`config.mk`:
```
export PLATFORM = sky130hd
export DESIGN_NAME = cmp_branch_unit
export DESIGN_NICKNAME = d
export VERILOG_FILES = /design/src/rtl/cmp_branch_unit.sv
export SDC_FILE = /design/constraint.sdc
export NUM_CORES = 1
export LEC_CHECK = 0
export BUFFER_PORTS_ARGS = -buffer_cell sky130_fd_sc_hd__buf_2
export CAP_MARGIN = 20
export CORE_AREA = 2 2 151 153
export DETAILED_ROUTE_END_ITERATION = 7
export DIE_AREA = 0 0 153 155
export GPL_TIMING_DRIVEN = 0
export PLACE_DENSITY = 0.8
export SLEW_MARGIN = 0
export SYNTH_ARGS = -nofsm -noshare
export SYNTH_HDL_FRONTEND = slang
export SYNTH_SLANG_ARGS = --single-unit
```
`constraint.sdc`:
```
create_clock -name vclk -period 16.4
set_clock_uncertainty 0.1 [all_clocks]
set_input_delay 1.64 -clock vclk [all_inputs]
set_output_delay 1.64 -clock vclk [all_outputs]
set_load 0.01 [all_outputs]
```
`src/rtl/cmp_branch_unit.sv`:
```
module cmp_branch_unit #(
  parameter int XLEN = 64,
  parameter int SEL_W = 8,
  parameter int SHORT_W = 16,
  parameter int LONG_W = 32
) (
  input  logic [7:0]         op,
  input  logic [XLEN-1:0]    pc,
  input  logic [SEL_W-1:0]   a_sel,
  input  logic [XLEN-1:0]    a_val,
  input  logic [SEL_W-1:0]   b_sel,
  input  logic [XLEN-1:0]    b_val,
  input  logic [SHORT_W-1:0] off16,
  input  logic [LONG_W-1:0]  off32,
  output logic               cmp_valid,
  output logic [XLEN-1:0]    cmp_result,
  output logic               is_flow,
  output logic               taken,
  output logic [XLEN-1:0]    next_pc
);
  localparam logic [7:0] OP_CMPU  = 8'h1E;
  localparam logic [7:0] OP_CMPS  = 8'h1F;
  localparam logic [7:0] OP_JMP   = 8'h53;
  localparam logic [7:0] OP_BEQ   = 8'h56;
  localparam logic [7:0] OP_BNE   = 8'h57;
  localparam logic [7:0] OP_BLTU  = 8'h58;
  localparam logic [7:0] OP_BGTU  = 8'h59;
  localparam logic [7:0] OP_BLTS  = 8'h5A;
  localparam logic [7:0] OP_BGTS  = 8'h5B;
  localparam logic [7:0] OP_JMP16 = 8'h77;
  localparam logic [XLEN-1:0] ONE = XLEN'(1);
  localparam logic [XLEN-1:0] BASE_SHORT_JMP = XLEN'(1);
  localparam logic [XLEN-1:0] BASE_COND = XLEN'(3);
  localparam logic [XLEN-1:0] COND_LEN = XLEN'(5);

  logic [XLEN-1:0] a_eff, b_eff;
  logic            eq, lt_u, lt_s, gt_u, gt_s;
  logic            is_cmp, is_cond, is_jmp32, is_jmp16;
  logic            cond_hit;
  logic [XLEN-1:0] off_ext, base_add, target;

  assign a_eff = (a_sel == '0) ? '0 : a_val;
  assign b_eff = (b_sel == '0) ? '0 : b_val;

  assign eq   = (a_eff == b_eff);
  assign lt_u = (a_eff < b_eff);
  assign lt_s = ($signed(a_eff) < $signed(b_eff));
  assign gt_u = !lt_u && !eq;
  assign gt_s = !lt_s && !eq;

  assign is_cmp   = (op == OP_CMPU) || (op == OP_CMPS);
  assign is_cond  = (op >= OP_BEQ) && (op <= OP_BGTS);
  assign is_jmp32 = (op == OP_JMP);
  assign is_jmp16 = (op == OP_JMP16);

  always_comb begin
    unique case (op)
      OP_BEQ:  cond_hit = eq;
      OP_BNE:  cond_hit = !eq;
      OP_BLTU: cond_hit = lt_u;
      OP_BGTU: cond_hit = gt_u;
      OP_BLTS: cond_hit = lt_s;
      OP_BGTS: cond_hit = gt_s;
      default: cond_hit = 1'b0;
    endcase
  end

  always_comb begin
    cmp_result = '0;
    if (op == OP_CMPU)
      cmp_result = lt_u ? '1 : (eq ? '0 : ONE);
    else if (op == OP_CMPS)
      cmp_result = lt_s ? '1 : (eq ? '0 : ONE);
  end

  assign cmp_valid = is_cmp;

  assign off_ext  = is_jmp32 ? XLEN'($signed(off32)) : XLEN'($signed(off16));
  assign base_add = is_cond ? BASE_COND : BASE_SHORT_JMP;
  assign target   = pc + base_add + off_ext;

  assign is_flow = is_cond || is_jmp32 || is_jmp16;
  assign taken   = is_jmp32 || is_jmp16 || cond_hit;

  always_comb begin
    if (taken)        next_pc = target;
    else if (is_cond) next_pc = pc + COND_LEN;
    else              next_pc = pc;
  end

  always_comb begin
    p_taken_in_flow_r10: assert (!taken || is_flow)
      else $error("taken outside control-flow opcode");
    p_cmp_not_flow_r10: assert (!(cmp_valid && is_flow))
      else $error("compare flagged as control flow");
    p_cmp_range_r1: assert (!cmp_valid || cmp_result == '0 || cmp_result == ONE || cmp_result == '1)
      else $error("compare result out of range");
    p_cmp_idle_r2: assert (cmp_valid || cmp_result == '0)
      else $error("compare result nonzero without compare");
    p_uncond_taken_r7: assert (!(op == OP_JMP || op == OP_JMP16) || taken)
      else $error("unconditional jump not taken");
    p_fall_through_r6: assert (!(is_flow && !taken) || next_pc == pc + COND_LEN)
      else $error("fall-through address wrong");
    p_hold_pc_r10: assert (is_flow || next_pc == pc)
      else $error("next pc moved on non-flow opcode");
    p_zero_reg_r3: assert (!(a_sel == '0 && b_sel == '0 && op == OP_BEQ) || taken)
      else $error("zero register not read as zero");
  end
endmodule

```
* Yosys cells after proc, flatten, opt, wreduce, memory -nomap -nowiden
Cells that the tools add are included.
Storage, ports and cells: register bits after elaboration 0, input bits 264, logic and storage cells 43
Operators by class: add/sub/neg operators 3, $lt $le $gt $ge 4, equal/unequal tests 11, mux-type cells 12, reduce and logical (&&, ||, !) cells 13
Operator list (number):
- $mux W64 | 9
- $lt A64 B64 Y1 | 2
- $add A64 B2 Y64 | 1
- $add A64 B3 Y64 const B | 1
- $add A64 B64 Y64 | 1
- $eq A64 B64 Y1 | 1
- $eq A8 B7 Y1 const B | 8
- $eq A8 B5 Y1 const B | 2
- $logic_not A8 Y1 | 2
- $ge A8 B7 Y1 const B | 1
- $le A8 B7 Y1 const B | 1
- $pmux W1 S6 | 1
- $logic_or A1 B1 Y1 | 5
- $logic_and A1 B1 Y1 | 3
- $logic_not A1 Y1 | 3
- $mux W2 | 1
- $mux W1 | 1

* Logic depth before layout (Yosys ltp)
word-level depth 8, mapped depth 19, gate-level depth less buffers 18

* Least setup slack after synthesis
No wires, ideal clock.
path kind in2out, start point input a_sel[1], end point output cmp_result[10], data arrival time 6.536 ns, slack 8.124 ns, stages 13, buffers on the path 2, cells stage by stage nor4_1 > nand2_1 > clkbuf_1 > and2_1 > ha_1 > nand2_1 > or4_4 > nor4_1 > nand2_1 > o211a_1 > xnor2_1 > nor2_1 > buf_4
Between the ends: word-level cells in the longest chain between the ends 6, elaborated cells on any way between the ends 8, classes of those cells order compare (2); mux (5); reduce/logical (1)
RTL lines:
- from (decl) | RTL line 9 | input logic [SEL_W-1:0] a_sel,
- $logic_not A8 Y1 * | RTL line 42 | assign a_eff = (a_sel == '0) ? '0 : a_val;
- $mux W64 * | RTL line 42
- $lt A64 B64 Y1 | RTL line 47 | assign lt_s = ($signed(a_eff) < $signed(b_eff));
- $mux W64 | RTL line 73 | cmp_result = lt_s ? '1 : (eq ? '0 : ONE);
- $mux W64 | RTL line 72 | else if (op == OP_CMPS)
- $mux W64 * | RTL line 70 | if (op == OP_CMPU)
- to (decl) | RTL line 16 | output logic [XLEN-1:0] cmp_result,
Every way passes the cells marked *; elsewhere a longest branch is shown, timed or not.

* Worst setup path in the final report
start point input op[5], end point output next_pc[61]
Between the ends: word-level cells in the longest chain between the ends 6, elaborated cells on any way between the ends 20, classes of those cells add/sub (2); order compare (2); eq/ne (8); mux (5); reduce/logical (3)
RTL lines:
- from (decl) | RTL line 7 | input logic [7:0] op,
- $ge A8 B7 Y1 or $le A8 B7 Y1 (tied branches) | RTL line 52 | assign is_cond = (op >= OP_BEQ) && (op <= OP_BGTS);
- $logic_and A1 B1 Y1 | RTL line 52
- $mux W2 | RTL line 79 | assign base_add = is_cond ? BASE_COND : BASE_SHORT_JMP;
- $add A64 B2 Y64 | RTL line 80 | assign target = pc + base_add + off_ext;
- $add A64 B64 Y64 | RTL line 80
- $mux W64 * | RTL line 86 | if (taken) next_pc = target;
- to (decl) | RTL line 19 | output logic [XLEN-1:0] next_pc
Marks and branches as above.

==> out/qor.yml <==
run_status:
  outcome: "completed"
synthesis:
  netlist-cell-type-count: 67
  synth.avg_cell_area_sq_um: 6.81
  synthCells: 1396
  synthTopCellsByArea: "ha_1 (25%), nand2_1 (7.7%), xnor2_1 (7.1%), a21oi_1 (6.6%), buf_4 (5.1%)"
  synth_commonest_cells: "nand2_1 (194), ha_1 (189), a21oi_1 (126), nor2_1 (94), xnor2_1 (77)"
  yosysMostFrequentCell: "nand2_1"
  syn_area_sq_um: 9510
  synth_seq_area_share: 0
  yosys.area.top_type: "ha_1"
  syn-num-nets: 1851
  yosysWarnings: 0
  synth_top_cell_area_share: 0.249
timing:
  worst_slew_pin_slew_ps: 1090
  maxSlewViolCount: 0
  hold_viol_final: 0
  fin_ws_ps: 6690
  min_period_ps: 9710
  fmax_mhz: 103
  max_slew_margin: 0.265
  fin_setup_tns_ps: 0
  worst_hold_slack_ps: 3550
  post-route-period-util: 0.592
  setup_viol: 0
  rsz0062_at_grt: "false"
flow_run:
  maxCapViolCount: 0
final_layout:
  nNetsFinal: 2251
  clkbuf_count: 0
  syn_to_final_growth_pct: 25.4
  fillers: 2202
  register_area_sq_um: 0
  drive_gt1_frac: 0.289
  seq_cells: 0
critical_path:
  path_max_fanout: 10
  critPathLaunch: "op[5]"
  crit_arrival_ps: 7970
  cp-start-kind: "input port"
  worstPathRequired_ps: 14660
  endpoint_kind: "output port"
  path_class: "input port to output port"
cts:
  postCtsHoldBufs: 0
  cts_resized: 0
  cts_setup_buffers: 0
routing:
  drt_first_pass_iters: 5
  avgRoutedWirePerCell_microns: 16.7
  drc: 0
  drt_iter0_markers: 703
  num_vias: 11600
  wirelength_microns: 34700
  via_per_inst: 5.55
  postRouteAntennaNets: 0
place:
  place.gp.congestion: 0.952
  place_ws_ps: 6490
  dp_hpwl_microns: 29800
  io_buffers: 395
pwr:
  switching_share: 0.573
  power_per_cell_area_nw_per_um2: 31.1
  power_frac_comb: 1.000
  total_power_uw: 370
  power.share.sequential: 0
  intPower_uw: 158
  vdd_drop_max_mv: 0.0191
  p_switching_uw: 212
  pwr-share-clk: 0
  p_leak_uw: 0.00646
global_route:
  grt_pass1_vias: 11100
  antenna_found_initial: 6
  grt.overflow.total: 0
  gr-usage-all-layers: 0.273
  grt_max_degree: 60
  grt_pass1_wl_microns: 53900
hold_path:
  holdPathEnd: "next_pc[63]"
  hold_path_class: "input port to output port"
  holdCritStartpoint: "pc[63]"
  min_path_cells: 4
die:
  initial_utilization: 0.428
  die_width_microns: 153
  die_y_microns: 155
  core-area_sq_um: 22200
  rows: 55
  dieArea_sq_um: 23700
  boundaryPins: 395
-- placed cells by master (no fill, tap or decap), drive strengths merged, types with 10 or more instances in the layout --
master / netlist / layout
a21o: 54 / 54
inv: 34 / 34
buf: 83 / 481
ha: 189 / 189
a31oi: 10 / 10
and2: 70 / 70
nor2b: 10 / 10
o21a: 14 / 14
or2: 10 / 10
nor2: 94 / 94
and3: 19 / 19
nand2: 194 / 194
nand3: 47 / 47
nor3: 27 / 27
xnor2: 77 / 77
mux2i: 16 / 16
clkbuf: 39 / 39
a21oi: 127 / 127
xor2: 43 / 43
nand4: 32 / 32
mux2: 15 / 15
o21ai: 75 / 75
-- layer usage --
layer | wire [microns] | GRT usage | vias to the layer above
met3 | 2520 | 0.0423 | 90
met2 | 16100 | 0.479 | 508
met4 | 1330 | 0.104 | 0
li1 | - | - | 5752
met5 | 0 | 0 | -
met1 | 14800 | 0.337 | 5209
-- critical path: stages --
cell	delay [ps]
buf_2	140
nand4bb_1	270
nor3_2	810
clkbuf_1	400
mux2i_1	420
fa_1	480
inv_1	70
ha_1	180
inv_1	60
fa_1	390
nor2b_1	170
o2111ai_1	150
a21oi_1	270
o211ai_1	230
a211oi_1	380
o21ai_1	170
o21a_1	290
o21ai_0	790
o31ai_1	140
o31ai_1	300
buf_2	190
-- final cells by class --
class	instances	area, sq um	area share
timing repair buffer	398	2030	0.170
multi-input combinational	1240	8660	0.726
inverter	34	128	0.0107
tap	285	357	0.0299
buffer	122	736	0.0617
antenna	5	12.5	0.00105
-- power by group through the flow --
stage / clock network (uW) / registers [uW] / logic (uW)
2_1_floorplan: 0 / 0 / 245
3_3_place_gp: 0 / 0 / 353
3_5_place_dp: 0 / 0 / 360
4_1_cts: 0 / 0 / 364
5_1_grt: 0.0000245 / 0 / 410
6_report: 0.0000408 / 0 / 370
-- worst max path at each step --
stage                     cells after the start              to  slack, ps
after detailed placement                     19     next_pc[61]       6490
after global placement                       19     next_pc[61]       6080
after CTS                                    19     next_pc[61]       6470
final                                        21     next_pc[61]       6690
after global routing                         21     next_pc[61]       6260
after floorplan                              13  cmp_result[10]       8120
-- cell families (layout without fill, tap and decap cells) --
group | count (synthesis) | count (layout) | share of synthesized area
adders and majority gates | 191 | 191 | 0.253
other | 0 | 5 | 0
AOI/OAI and AO/OA | 345 | 345 | 0.224
xor gates and xnor gates | 120 | 120 | 0.111
muxes | 31 | 31 | 0.0346
buffers and inverters | 156 | 554 | 0.0908
and+or+nand+nor | 553 | 553 | 0.287
-- through the flow --
stage | instances | cell area (sq um) | utilization
detailed placement | 2078 | 11900 | 0.534
floorplan | 1396 | 9510 | -
global placement | 2076 | 11800 | 0.533
finish | 2084 | 11900 | 0.536
CTS | 2078 | 11900 | 0.534
global route | 2082 | 11900 | 0.536
No activity file was read; power rests on OpenSTA's default activity.
